<file path="src/rtl/addr_guard_pkg.sv">
package addr_guard_pkg;
  localparam logic [7:0] OP_LOAD   = 8'h01;
  localparam logic [7:0] OP_STORE  = 8'h02;
  localparam logic [7:0] OP_LDIMM  = 8'h03;
  localparam logic [7:0] OP_LDADDR = 8'h04;
  localparam logic [7:0] OP_LDIND  = 8'h05;
  localparam logic [7:0] OP_STIND  = 8'h06;
  localparam logic [7:0] OP_PUSH   = 8'h18;
  localparam logic [7:0] OP_POP    = 8'h19;

  typedef enum logic [1:0] {SRC_PC, SRC_BASE, SRC_SP} srcSel_e;
  typedef enum logic [1:0] {OFF_DISP, OFF_DEC, OFF_ZERO} offSel_e;

  typedef struct packed {
    srcSel_e srcSel;
    offSel_e offSel;
    logic    doReq;
    logic    doWrite;
    logic    doRegAddr;
    logic    doRegImm;
    logic    doSp;
    logic    spInc;
  } agStrobe_t;
endpackage

</file>
<file path="src/rtl/addr_guard_ctrl.sv">
module addr_guard_ctrl
  import addr_guard_pkg::*;
(
  input  logic      clk,
  input  logic      rst_n,
  input  logic      issueValid,
  input  logic [7:0] opcode,
  input  logic      inRange,
  output agStrobe_t strobes,
  output logic      faultQ
);
  logic isMem, isWrite, isAddr, isImm, isStack, isInc;
  srcSel_e src;
  offSel_e off;
  logic fire;

  always_comb begin
    isMem = 1'b0; isWrite = 1'b0; isAddr = 1'b0; isImm = 1'b0;
    isStack = 1'b0; isInc = 1'b0; src = SRC_PC; off = OFF_DISP;
    case (opcode)
      OP_LOAD:   isMem = 1'b1;
      OP_STORE:  begin isMem = 1'b1; isWrite = 1'b1; end
      OP_LDADDR: isAddr = 1'b1;
      OP_LDIMM:  isImm = 1'b1;
      OP_LDIND:  begin isMem = 1'b1; src = SRC_BASE; end
      OP_STIND:  begin isMem = 1'b1; isWrite = 1'b1; src = SRC_BASE; end
      OP_PUSH:   begin isMem = 1'b1; isWrite = 1'b1; isStack = 1'b1; src = SRC_SP; off = OFF_DEC; end
      OP_POP:    begin isMem = 1'b1; isStack = 1'b1; isInc = 1'b1; src = SRC_SP; off = OFF_ZERO; end
      default:   ;
    endcase
  end

  assign fire = issueValid && !faultQ;

  always_comb begin
    strobes.srcSel    = src;
    strobes.offSel    = off;
    strobes.doReq     = fire && isMem && inRange;
    strobes.doWrite   = isWrite;
    strobes.doRegAddr = fire && isAddr;
    strobes.doRegImm  = fire && isImm;
    strobes.doSp      = fire && isStack && inRange;
    strobes.spInc     = isInc;
  end

  always_ff @(posedge clk) begin
    if (!rst_n) faultQ <= 1'b0;
    else if (fire && isMem && !inRange) faultQ <= 1'b1;
  end

  // fault holds until reset
  a_r9_fault_sticky: assert property (@(posedge clk) disable iff (!rst_n)
    faultQ |=> faultQ);
  // fault only rises after an issue
  a_r8_fault_cause: assert property (@(posedge clk) disable iff (!rst_n)
    $rose(faultQ) |-> $past(issueValid));
endmodule

</file>
<file path="src/rtl/addr_guard_dp.sv">
module addr_guard_dp
  import addr_guard_pkg::*;
#(
  parameter int WORD_W    = 32,
  parameter int DISP_W    = 16,
  parameter int MEM_WORDS = 1024,
  localparam int ADDR_W   = $clog2(MEM_WORDS)
)(
  input  logic              clk,
  input  logic              rst_n,
  input  agStrobe_t         strobes,
  input  logic [WORD_W-1:0] pcIn,
  input  logic [DISP_W-1:0] disp,
  input  logic [WORD_W-1:0] baseVal,
  input  logic [WORD_W-1:0] srcData,
  input  logic [WORD_W-1:0] spIn,
  output logic              inRange,
  output logic              memReq,
  output logic              memWe,
  output logic [ADDR_W-1:0] memAddr,
  output logic [WORD_W-1:0] memWdata,
  output logic              regWe,
  output logic [WORD_W-1:0] regWdata,
  output logic              spWe,
  output logic [WORD_W-1:0] spNext
);
  localparam logic [WORD_W-1:0] MEM_LIMIT = WORD_W'(MEM_WORDS);

  logic [WORD_W-1:0] srcVal;
  logic [WORD_W:0]   offExt;
  logic [WORD_W:0]   eaWide;
  logic [WORD_W-1:0] dispExt;
  logic [WORD_W-1:0] spCalc;

  assign dispExt = WORD_W'($signed(disp));

  always_comb begin
    case (strobes.srcSel)
      SRC_BASE: srcVal = baseVal;
      SRC_SP:   srcVal = spIn;
      default:  srcVal = pcIn;
    endcase
    case (strobes.offSel)
      OFF_DEC:  offExt = '1;
      OFF_ZERO: offExt = '0;
      default:  offExt = {dispExt[WORD_W-1], dispExt};
    endcase
  end

  assign eaWide  = {srcVal[WORD_W-1], srcVal} + offExt;
  assign inRange = !eaWide[WORD_W] && (eaWide[WORD_W-1:0] < MEM_LIMIT);
  assign spCalc  = strobes.spInc ? spIn + 1'b1 : spIn - 1'b1;

  always_ff @(posedge clk) begin
    if (!rst_n) begin
      memReq <= 1'b0; memWe <= 1'b0; memAddr <= '0; memWdata <= '0;
      regWe <= 1'b0; regWdata <= '0; spWe <= 1'b0; spNext <= '0;
    end else begin
      memReq   <= strobes.doReq;
      memWe    <= strobes.doReq && strobes.doWrite;
      memAddr  <= strobes.doReq ? eaWide[ADDR_W-1:0] : '0;
      memWdata <= (strobes.doReq && strobes.doWrite) ? srcData : '0;
      regWe    <= strobes.doRegAddr || strobes.doRegImm;
      regWdata <= strobes.doRegImm  ? dispExt :
                  strobes.doRegAddr ? eaWide[WORD_W-1:0] : '0;
      spWe     <= strobes.doSp;
      spNext   <= strobes.doSp ? spCalc : '0;
    end
  end

  // a request is only granted for an in-range address
  a_r8_req_gated: assert property (@(posedge clk) disable iff (!rst_n)
    strobes.doReq |-> inRange);
  // a write strobe never appears without a request
  a_r2_we_with_req: assert property (@(posedge clk) disable iff (!rst_n)
    memWe |-> memReq);
  // the stack pointer only moves together with an access
  a_r6_sp_with_req: assert property (@(posedge clk) disable iff (!rst_n)
    spWe |-> memReq);
endmodule

</file>
<file path="src/rtl/addr_guard_unit.sv">
module addr_guard_unit
  import addr_guard_pkg::*;
#(
  parameter int WORD_W    = 32,
  parameter int DISP_W    = 16,
  parameter int MEM_WORDS = 1024,
  localparam int ADDR_W   = $clog2(MEM_WORDS)
)(
  input  logic              clk,
  input  logic              rst_n,
  input  logic              issueValid,
  input  logic [7:0]        opcode,
  input  logic [WORD_W-1:0] pcIn,
  input  logic [DISP_W-1:0] disp,
  input  logic [WORD_W-1:0] baseVal,
  input  logic [WORD_W-1:0] srcData,
  input  logic [WORD_W-1:0] spIn,
  output logic              memReq,
  output logic              memWe,
  output logic [ADDR_W-1:0] memAddr,
  output logic [WORD_W-1:0] memWdata,
  output logic              regWe,
  output logic [WORD_W-1:0] regWdata,
  output logic              spWe,
  output logic [WORD_W-1:0] spNext,
  output logic              fault
);
  agStrobe_t strobes;
  logic inRange;

  addr_guard_ctrl u_ctrl (
    .clk(clk), .rst_n(rst_n), .issueValid(issueValid), .opcode(opcode),
    .inRange(inRange), .strobes(strobes), .faultQ(fault)
  );

  addr_guard_dp #(.WORD_W(WORD_W), .DISP_W(DISP_W), .MEM_WORDS(MEM_WORDS)) u_dp (
    .clk(clk), .rst_n(rst_n), .strobes(strobes), .pcIn(pcIn), .disp(disp),
    .baseVal(baseVal), .srcData(srcData), .spIn(spIn), .inRange(inRange),
    .memReq(memReq), .memWe(memWe), .memAddr(memAddr), .memWdata(memWdata),
    .regWe(regWe), .regWdata(regWdata), .spWe(spWe), .spNext(spNext)
  );

  // a halted processor drives no strobe
  a_r9_halted_quiet: assert property (@(posedge clk) disable iff (!rst_n)
    $past(fault) |-> !(memReq || regWe || spWe));
endmodule

</file>
<file path="config.mk">
export PLATFORM = sky130hd
export DESIGN_NAME = addr_guard_unit
export DESIGN_NICKNAME = d
export VERILOG_FILES = /design/src/rtl/addr_guard_pkg.sv /design/src/rtl/addr_guard_ctrl.sv /design/src/rtl/addr_guard_dp.sv /design/src/rtl/addr_guard_unit.sv
export SDC_FILE = /design/constraint.sdc
export NUM_CORES = 1
export LEC_CHECK = 0
export CELL_PAD_IN_SITES_DETAIL_PLACEMENT = 2
export CELL_PAD_IN_SITES_GLOBAL_PLACEMENT = 2
export CORE_MARGIN = 2
export CORE_UTILIZATION = 36
export DETAILED_ROUTE_END_ITERATION = 8
export DONT_BUFFER_PORTS = 1
export GPL_TIMING_DRIVEN = 0
export PLACE_DENSITY = 0.88
export SYNTH_ARGS = -nofsm -noshare
export SYNTH_HDL_FRONTEND = slang
export SYNTH_SLANG_ARGS = --single-unit
</file>
<file path="constraint.sdc">
create_clock -name clk -period 7.95 [get_ports clk]
set_input_delay 1.1925 -clock clk [delete_from_list [all_inputs] [get_ports clk]]
set_output_delay 1.1925 -clock clk [all_outputs]
set_load 0.05 [all_outputs]
</file>
Word level (Yosys, flattened, before mapping)
Cells that the tools add are included.
{"block": "totals", "ff_bits": 111, "latch_bits": 0, "ram_bits": 0, "mem_bits_ro": 0, "inputBits": 155, "out_inout_bits": 111, "word_cells": 59, "mem_count": 0}
{"block": "op_classes", "addsub": 3, "multipliers": 0, "div_mod_pow": 0, "order_cmp": 1, "n_eq_ne": 12, "shifts": 0, "muxes": 13, "n_bitwise": 0, "reduce_logical": 21}
{"cell": "$mux W32", "n": 3}
{"cell": "$pmux W33 S2", "n": 1}
{"cell": "$pmux W32 S2", "n": 1}
{"cell": "$add A33 B33 Y33", "n": 1}
{"cell": "$add A32 B1 Y32 const B", "n": 1}
{"cell": "$lt A32 B11 Y1 const B", "n": 1}
{"cell": "$sub A32 B1 Y32 const B", "n": 1}
{"cell": "$eq A8 B3 Y1 const B", "n": 3}
{"cell": "$eq A8 B2 Y1 const B", "n": 2}
{"cell": "$eq A8 B5 Y1 const B", "n": 2}
{"cell": "$logic_and A1 B1 Y1", "n": 10}
{"cell": "$eq A8 B1 Y1 const B", "n": 1}
{"cell": "$pmux W2 S2", "n": 2}
{"cell": "$mux W1", "n": 6}
{"cell": "$reduce_and A2 Y1", "n": 3}
{"cell": "$reduce_or A6 Y1", "n": 1}
{"cell": "$eq A2 B1 Y1 const B", "n": 2}
{"cell": "$eq A2 B2 Y1 const B", "n": 2}
{"cell": "$reduce_or A2 Y1", "n": 2}
{"cell": "$logic_not A1 Y1", "n": 3}
{"cell": "$reduce_or A3 Y1", "n": 1}
{"cell": "$logic_or A1 B1 Y1", "n": 1}

Logic depth before layout (Yosys ltp)
Gate-level depths: netlist of the first run.
{"block": "depth", "word_depth": 11, "ltp_mapped": 24, "mapped_depth_nobuf": 22}

By module
From an unflattened synthesis of the first run, not the netlist that was laid out.
{"block": "hier_totals", "cells_unflattened": 949, "hier_area_um2": 7552.2}
{"mod": "addr_guard_dp", "n_inst": 1, "cells_each": 921, "area_each_um2": 7377.1, "seq_area_each_um2": 2202.1}
{"mod": "addr_guard_ctrl", "n_inst": 1, "cells_each": 28, "area_each_um2": 175.2, "seq_area_each_um2": 20.0}

Worst setup path before layout of the first run
OpenSTA, ideal clock, no wires.
{"block": "synth_timing", "path_type": "input-to-reg", "start": "input port opcode[5]", "end": "register u_dp.memWdata[13]", "setup_ns": 0.077, "arrival_time_ns": 7.164, "required_ns": 7.873, "path_slack_ns": 0.709, "cell_stages": 21, "path_buffers": 4, "path_cell_list": "nor3_1 nand4b_1 nor2_1 nand2_1 ha_1 clkbuf_1 o21ai_0 ha_1 buf_2 and2_1 buf_2 a211oi_2 o21a_1 nand3_1 xor2_1 or4_1 nor4b_1 o2111a_2 nand4_4 buf_6 nor3_2"}
{"block": "synth_via", "elab_chain_len": 11, "word_cells_on_any_way": 28, "classes_between": "add/sub (1); order compare (1); eq/ne (10); mux (6); reduce/logical (10)"}
{"element": "start, declared", "line_no": "addr_guard_unit.sv:12", "rtl": "input logic [7:0] opcode,"}
{"element": "$eq A8 B5 Y1 / $eq A8 B3 Y1 (equally long branches)", "line_no": "addr_guard_ctrl.sv:20", "rtl": "case (opcode)"}
{"element": "$reduce_or A2 Y1 (no source line)"}
{"element": "$pmux W2 S2", "line_no": "addr_guard_ctrl.sv:20"}
{"element": "$eq A2 B2 Y1 / $eq A2 B1 Y1 (equally long branches)", "line_no": "addr_guard_dp.sv:38", "rtl": "case (strobes.srcSel)"}
{"element": "$pmux W32 S2", "line_no": "addr_guard_dp.sv:38"}
{"element": "$add A33 B33 Y33", "line_no": "addr_guard_dp.sv:50", "rtl": "assign eaWide = {srcVal[WORD_W-1], srcVal} + offExt;"}
{"element": "$lt A32 B11 Y1 / $logic_not A1 Y1 (equally long branches)", "line_no": "addr_guard_dp.sv:51", "rtl": "assign inRange = !eaWide[WORD_W] && (eaWide[WORD_W-1:0] < MEM_LIMIT);"}
{"element": "$logic_and A1 B1 Y1", "line_no": "addr_guard_dp.sv:51"}
{"element": "$logic_and A1 B1 Y1", "line_no": "addr_guard_ctrl.sv:38", "rtl": "strobes.doReq = fire && isMem && inRange;"}
{"element": "$logic_and A1 B1 Y1 (*)", "line_no": "addr_guard_dp.sv:62", "rtl": "memWdata <= (strobes.doReq && strobes.doWrite) ? srcData : '0;"}
{"element": "$reduce_and A2 Y1 (no source line) (*)"}
{"element": "end signal, assigned", "line_no": "addr_guard_dp.sv:62"}
{"element": "end, declared", "line_no": "addr_guard_dp.sv:21", "rtl": "output logic [WORD_W-1:0] memWdata,"}
Every way passes the cells marked *; elsewhere a longest branch is shown, timed or not.
A chain may end at the register's enable or synchronous reset.

Worst setup path in the final report of the first run
{"block": "layout_timing", "start": "input port opcode[5]", "end": "register u_dp.spNext[5]"}
{"block": "layout_via", "elab_chain_len": 10, "word_cells_on_any_way": 24, "classes_between": "add/sub (1); order compare (1); eq/ne (8); mux (7); reduce/logical (7)"}
{"element": "$eq A8 B5 Y1 / $eq A8 B3 Y1 (equally long branches)", "line_no": "addr_guard_ctrl.sv:20"}
{"element": "$reduce_or A2 Y1 (no source line)"}
{"element": "$pmux W2 S2", "line_no": "addr_guard_ctrl.sv:20"}
{"element": "$eq A2 B2 Y1 / $eq A2 B1 Y1 (equally long branches)", "line_no": "addr_guard_dp.sv:38"}
{"element": "$pmux W32 S2", "line_no": "addr_guard_dp.sv:38"}
{"element": "$add A33 B33 Y33", "line_no": "addr_guard_dp.sv:50"}
{"element": "$lt A32 B11 Y1 / $logic_not A1 Y1 (equally long branches)", "line_no": "addr_guard_dp.sv:51"}
{"element": "$logic_and A1 B1 Y1", "line_no": "addr_guard_dp.sv:51"}
{"element": "$logic_and A1 B1 Y1", "line_no": "addr_guard_ctrl.sv:42", "rtl": "strobes.doSp = fire && isStack && inRange;"}
{"element": "$reduce_and A2 Y1 (no source line)"}
{"element": "end signal, assigned", "line_no": "addr_guard_dp.sv:67", "rtl": "spNext <= strobes.doSp ? spCalc : '0;"}
{"element": "end, declared", "line_no": "addr_guard_dp.sv:25", "rtl": "output logic [WORD_W-1:0] spNext"}
Parallel ways exist; a longest one is shown, timed or not.

==> key figures, run 1 <==
Run status
  • Outcome: completed

Setup path
  • CP required: 8260 ps
  • Critical Path Source: opcode[5]
  • Setup crit end: u_dp.spNext[5]
  • Stages on worst setup path: 24
  • Critical path startpoint category: input pin
  • Worst Setup Path Type: input pin to flip-flop
  • FF-to-FF setup slack: 5240 ps
  • CP endpoint kind: flip-flop
  • Reg2reg end: u_dp.regWdata[25]
  • Cells along the critical path: nor3_1 > nand4b_1 > nor2_4 > nand2_4 > ha_1 > inv_1 > ha_1 > clkbuf_2 > a22oi_1 > o21ai_0 > ha_1 > inv_1 > fa_1 > nand2b_1 > a21oi_2 > o21ai_0 > and2_2 > xnor2_1 > or4_1 > nor4b_1 > o2111a_2 > nand4_2 > buf_2 > nor3b_2
  • CP peak stage delay: 560 ps
  • FF-to-FF Start: u_ctrl.faultQ
  • WP buf/inv: 4
  • WP data arrival: 7840 ps
  • Reg2Reg Depth: 5
  • Kind of cell adding the most delay to the critical path: simple AND/OR/NAND/NOR gates
  • Critical-path top delay cell: or4_1
  • Cell repeated most along the worst path: ha_1
  • CP Max Fanout: 17

Die
  • Core ar.: 21,800 µm²
  • Std-Cell Rows: 54
  • Die width: 153 µm
  • IO Pins: 266
  • Die area: 23,300 µm²
  • DIE HEIGHT: 153 µm
  • Initial core utilization: 0.366

Synthesis
  • Netlist Area Pre-Place: 7970 µm²
  • Sequential area share after synthesis: 0.279
  • Mapped Cells: 1,012
  • Share of Yosys cell area claimed by the top area cell type: 0.279
  • EDFF count, synth: 0
  • Yosys reg bits: 111
  • Yosys warns: 0
  • Area leader, netlist: dfxtp_1
  • Post-Synthesis Mean Instance Area: 7.87 µm²
  • Syn nets: 1,235
  • Synth top area cells: dfxtp_1, ha_1, o21ai_0
  • Ys flop type: dfxtp_1
  • Distinct cells, synth: 73
  • Asr flop ratio synth: 0

Worst hold path
  • Hold Path Origin: spIn[0]
  • Worst hold-check path type: input pin to flip-flop

STA
  • Least-Margin Pin Slew: 972 ps
  • RSZ-0062 raised after global routing: no
  • Setup Skew: 7.72 ps
  • Setup tns final: 0 ps
  • Min Clock Period, post-route: 7540 ps
  • Slew Viols, Final: 0
  • Final hold violation count: 0
  • Slew headroom: 0.350
  • Top achievable clock speed: 133 MHz
  • Setup violators final: 0
  • Tcrit/Tclk final: 0.948

Run
  • Total of max-cap violations: 0

Placement
  • Area after DPL: 8330 µm²
  • Cell total after placement: 1,292
  • Placed wire-length estimate: 24,900 µm
  • Port buffer count: 0
  • Gpl congestion: 0.905

Drt
  • Routed wire per std cell: 23.9 µm
  • DRT Pass-1 Iters: 4
  • Routed wire length: 31,300 µm
  • Via density: 5.96
  • Remaining antenna violation count after routing: 0
  • Residual DRC count: 0
  • Via count: 7,791
  • Starting DRC count in detailed routing: 392

CTS
  • Root buf cell: clkbuf_16
  • Clock sink total: 111
  • CTS H-tree depth: 3
  • Number of CTS-inserted buffers: 9
  • CTS clk-pin slew, worst paths: 90 ps
  • Post-CTS Hold Fix Bufs: 0
  • Worst-Skew Late Latency: 370 ps
  • Max Root-Sink Buffers: 2
  • CTS tree: done

GRT
  • Initial antenna violation count: 0
  • Gr ovfl total: 0
  • Largest net degree at the start of global routing: 35
  • Vias in the first global route: 8,298
  • Tot GR Track Use: 0.259
  • First-pass GRT wire length: 48,000 µm

Finish
  • Most frequent cells in the layout: dfxtp_1, o21ai_0, nor2_1, inv_1, nand2_1
  • Layout cells sized above 1: 0.0837
  • Post-route cell area: 8660 µm²
  • Ant. Diodes: 0
  • FF/Latch Area: 2220 µm²
  • Final net count: 1,246
  • Multi-input gate area: 5300 µm²
  • Fin cells: 1,308
  • Filler Cell Count: 2,539
  • Commonest non-fill, non-tap cell in the layout: dfxtp_1
  • Area grow syn2layout: 8.65%

Power
  • Peak VDD IR: 0.0799 mV
  • Leakage: 0.00347 µW
  • PwrDens: 161 nW/µm²
==> metrics by stage <==
stage	power [µW]	setup WS, ps	hold slack (ps)	utilization
after global placement	899	-1500	819	0.382
after detailed placement	913	-1160	901	0.383
after CTS	1390	67.6	886	0.397
after floorplan	825	709	784	-
final	1390	414	893	0.398
after global routing	1460	35.9	891	0.398
==> where the power goes <==
group          switching [µW]  total, µW  internal (µW)
registers                1.20        557            556
logic                     225        355            130
clock network             253        480            227
total                     479       1390            912
==> area by class of cell <==
type | count | area share
plain buffers | 46 | 0.0243
clock buffers | 9 | 0.0260
clock inverters | 7 | 0.00867
inverters | 73 | 0.0317
multi-input cells | 782 | 0.612
flip-flops and latches | 111 | 0.257
well taps | 280 | 0.0405
==> cell families after synthesis <==
logic type	share of synthesized area
AO/OA/AOI/OAI	0.270
adder cells (fa/ha/maj)	0.109
XOR/XNOR	0.0451
buffers and inverters	0.0609
flip-flops	0.279
AND/OR/NAND/NOR	0.236
==> registers in the layout, summed over array words and instances (netlist names) <==
name / count
u_ctrl.faultQ: 1
u_dp.memAddr: 10
u_dp.memReq: 1
u_dp.memWdata: 32
u_dp.memWe: 1
u_dp.regWdata: 32
u_dp.regWe: 1
u_dp.spNext: 32
u_dp.spWe: 1
==> synthesized netlist by cell type (4+ instances only) <==
library cell,instances
o21a_1,9
or3_1,6
nor3_1,23
ha_1,66
nand4_1,12
nor2b_1,23
clkbuf_1,34
nor3_2,26
and2_1,17
a21boi_0,8
o21ai_0,93
nand2_1,73
and3b_1,7
xor2_1,19
nand3_1,19
o211ai_1,11
a21o_1,24
a31oi_1,7
a21oi_1,57
dfxtp_1,111
xnor2_1,22
buf_2,10
inv_1,73
nor2_1,89
or2_2,6
nand2b_1,11
a22oi_1,47
a211o_1,7
and3_1,8
o21bai_1,10
o31ai_1,4
a211oi_1,14
==> what timing repair did <==
item / in CTS / in global routing
gates resized for setup: 3 / 6
setup buffers: 0 / 0
gates cloned: 0 / 1
setup endpoints to repair: 78 / 78
==> worst min path at each step <==
stage               slack [ps]  cells after the start              to
floorplan                  780                      1   u_ctrl.faultQ
CTS                        890                      1  u_dp.spNext[0]
global placement           820                      1   u_ctrl.faultQ
global route               890                      1  u_dp.spNext[0]
detailed placement         900                      1   u_ctrl.faultQ
finish                     890                      1  u_dp.spNext[0]
==> routing by layer <==
metal  track usage  routed length [µm]  vias to the layer above
li1              -                   -                     3652
met1         0.324               13500                     3862
met2         0.440               15200                      236
met3        0.0623                1870                       41
met4        0.0864                 691                        0
met5             0                   0                        -
Power figures use the tool's default switching activity.
==> run 2, diff against run 1 <==
Settings changed: CORE_UTILIZATION 36 to 39, PLACE_DENSITY 0.88 to 0.83.
Clock period 7.95 ns to 9.2 ns, I/O delays scaled along.
==> key figures, run 2 (synthesis results as in run 1) <==
Die
  • Initial core utilization: 0.395 (was 0.366)
  • IO Pins: 266 (unchanged)
  • DIE HEIGHT: 147 µm (was 153 µm)
  • Die width: 147 µm (was 153 µm)
  • Core ar.: 20,200 µm² (was 21,800 µm²)
  • Std-Cell Rows: 52 (was 54)
  • Die area: 21,600 µm² (was 23,300 µm²)

Setup path
  • CP peak stage delay: 540 ps (was 560 ps)
  • FF-to-FF setup slack: 6480 ps (was 5240 ps)
  • Reg2Reg Depth: 5 (unchanged)
  • Kind of cell adding the most delay to the critical path: simple AND/OR/NAND/NOR gates (unchanged)
  • CP endpoint kind: flip-flop (unchanged)
  • Worst Setup Path Type: input pin to flip-flop (unchanged)
  • FF-to-FF Start: u_ctrl.faultQ (unchanged)
  • Cells along the critical path: nor3_1 > nand4b_1 > nor2_1 > nand2_2 > ha_1 > inv_1 > ha_1 > clkbuf_1 > a22oi_1 > o21ai_0 > ha_1 > inv_1 > fa_1 > nand2b_1 > a21oi_1 > o21ai_0 > and2_2 > xnor2_1 > or4_1 > nor4b_1 > o2111a_2 > nand4_2 > buf_2 > nor2_1 (was nor3_1 > nand4b_1 > nor2_4 > nand2_4 > ha_1 > inv_1 > ha_1 > clkbuf_2 > a22oi_1 > o21ai_0 > ha_1 > inv_1 > fa_1 > nand2b_1 > a21oi_2 > o21ai_0 > and2_2 > xnor2_1 > or4_1 > nor4b_1 > o2111a_2 > nand4_2 > buf_2 > nor3b_2)
  • WP data arrival: 8450 ps (was 7840 ps)
  • Critical-path top delay cell: or4_1 (unchanged)
  • CP required: 9500 ps (was 8260 ps)
  • Cell repeated most along the worst path: ha_1 (unchanged)
  • CP Max Fanout: 34 (was 17)
  • Critical path startpoint category: input pin (unchanged)
  • Reg2reg end: u_dp.regWdata[25] (unchanged)
  • WP buf/inv: 4 (unchanged)

GRT
  • Vias in the first global route: 8,306 (was 8,298)
  • Initial antenna violation count: 0 (unchanged)
  • Largest net degree at the start of global routing: 35 (unchanged)
  • First-pass GRT wire length: 48,000 µm (about the same)
  • Tot GR Track Use: 0.284 (was 0.259)
  • Gr ovfl total: 0 (unchanged)

Power
  • Leakage: 0.00346 µW (was 0.00347 µW)
  • Peak VDD IR: 0.0779 mV (was 0.0799 mV)
  • PwrDens: 141 nW/µm² (was 161 nW/µm²)

CTS
  • Post-CTS Hold Fix Bufs: 0 (unchanged)
  • Worst-Skew Late Latency: 370 ps (about the same)
  • Clock sink total: 111 (unchanged)
  • Max Root-Sink Buffers: 2 (unchanged)
  • CTS tree: done (unchanged)
  • Number of CTS-inserted buffers: 9 (unchanged)
  • CTS resizes: 0 (was 3)
  • Post-CTS setup repair buffer count: 0 (unchanged)
  • CTS clk-pin slew, worst paths: 90 ps (about the same)
  • Root buf cell: clkbuf_16 (unchanged)
  • CTS H-tree depth: 3 (unchanged)

STA
  • Final hold violation count: 0 (unchanged)
  • Setup tns final: 0 ps (unchanged)
  • Slew Viols, Final: 0 (unchanged)
  • Min Clock Period, post-route: 8150 ps
  • Setup violators final: 0 (unchanged)
  • RSZ-0062 raised after global routing: no (unchanged)
  • Setup Skew: 12.5 ps (was 7.72 ps)
  • Setup ws final: 1050 ps (was 414 ps)
  • Top achievable clock speed: 123 MHz
  • Hold WS: 846 ps (was 893 ps)
  • Tcrit/Tclk final: 0.886
  • Slew headroom: 0.365 (was 0.350)
  • Least-Margin Pin Slew: 950 ps (was 972 ps)

Drt
  • Routed wire per std cell: 24.1 µm (was 23.9 µm)
  • Via density: 5.99 (was 5.96)
  • DRT Pass-1 Iters: 4 (unchanged)
  • Highest routed metal layer: met4 (unchanged)
  • Via count: 7,777 (was 7,791)
  • DRT met1 WL: 13,500 µm (about the same)
  • Met2 wire length: 15,000 µm (was 15,200 µm)
  • Residual DRC count: 0 (unchanged)
  • Starting DRC count in detailed routing: 344 (was 392)
  • Remaining antenna violation count after routing: 0 (unchanged)
  • Routed wire length: 31,300 µm (about the same)
  • WL met3: 1970 µm (was 1870 µm)

Finish
  • Most frequent cells in the layout: dfxtp_1, o21ai_0, nor2_1, inv_1, nand2_1 (unchanged)
  • Commonest non-fill, non-tap cell in the layout: dfxtp_1 (unchanged)
  • Filler Cell Count: 2,377 (was 2,539)
  • Area grow syn2layout: 8.34% (was 8.65%)
  • Ant. Diodes: 0 (unchanged)
  • Layout cells sized above 1: 0.0778 (was 0.0837)
  • Final net count: 1,246 (unchanged)
  • Final Util: 0.428 (was 0.398)
  • Largest regs: u_dp.memWdata (32), u_dp.regWdata (32), u_dp.spNext (32) (unchanged)

Run
  • Total of max-cap violations: 0 (unchanged)

Placement
  • Port buffer count: 0 (unchanged)
  • Pre-CTS WS: 189 ps (was -1160 ps)
  • Gpl congestion: 0.892 (was 0.905)
  • Placed wire-length estimate: 25,000 µm (was 24,900 µm)

Worst hold path
  • Hold Path Origin: u_ctrl.faultQ (was spIn[0])
  • Worst hold endpoint: u_ctrl.faultQ (was u_dp.spNext[0])
  • Worst hold-check path type: flip-flop to flip-flop (was input pin to flip-flop)
  • Hold Path Depth: 1 (unchanged)

Run status
  • Outcome: completed (unchanged)
==> run 2: cell type report <==
type	count	area (µm²)	share of cell area
clock buffers	9	225	0.0261
plain buffers	47	211	0.0245
flip-flops and latches	111	2220	0.257
multi-input cells	781	5270	0.611
well taps	270	338	0.0391
clock inverters	7	88.8	0.0103
inverters	73	274	0.0317
==> run 2: stage by stage <==
step	cells	area, µm²	power, µW
5_1_grt	1298	8630	1270
4_1_cts	1298	8630	1220
3_3_place_gp	1282	8310	779
3_5_place_dp	1282	8320	791
6_report	1298	8630	1220
2_1_floorplan	1012	7970	713
==> run 2: per-layer routing <==
metal	up-vias	GRT usage
met3	46	0.0693
met2	230	0.489
met4	0	0.0875
li1	3656	-
met5	-	0
met1	3845	0.353
==> run 2: worst max-delay path by stage <==
| stage | start | end | slack (ps) | cells after the start |
|---|---|---|---|---|
| after global routing | opcode[5] | u_dp.spNext[5] | 400 | 24 |
| after global placement | opcode[5] | u_dp.spNext[13] | -260 | 21 |
| after CTS | opcode[5] | u_dp.spNext[5] | 550 | 24 |
| after floorplan | opcode[5] | u_dp.memWdata[13] | 1770 | 21 |
| final | opcode[5] | u_dp.spNext[13] | 1050 | 24 |
| after detailed placement | opcode[5] | u_dp.spNext[5] | 190 | 24 |
==> run 2: power breakdown <==
part	switching, µW	total (µW)	internal [µW]	leakage, µW
clock network	229	428	199	0.000153
logic	196	308	112	0.00241
registers	1.03	481	480	0.000894
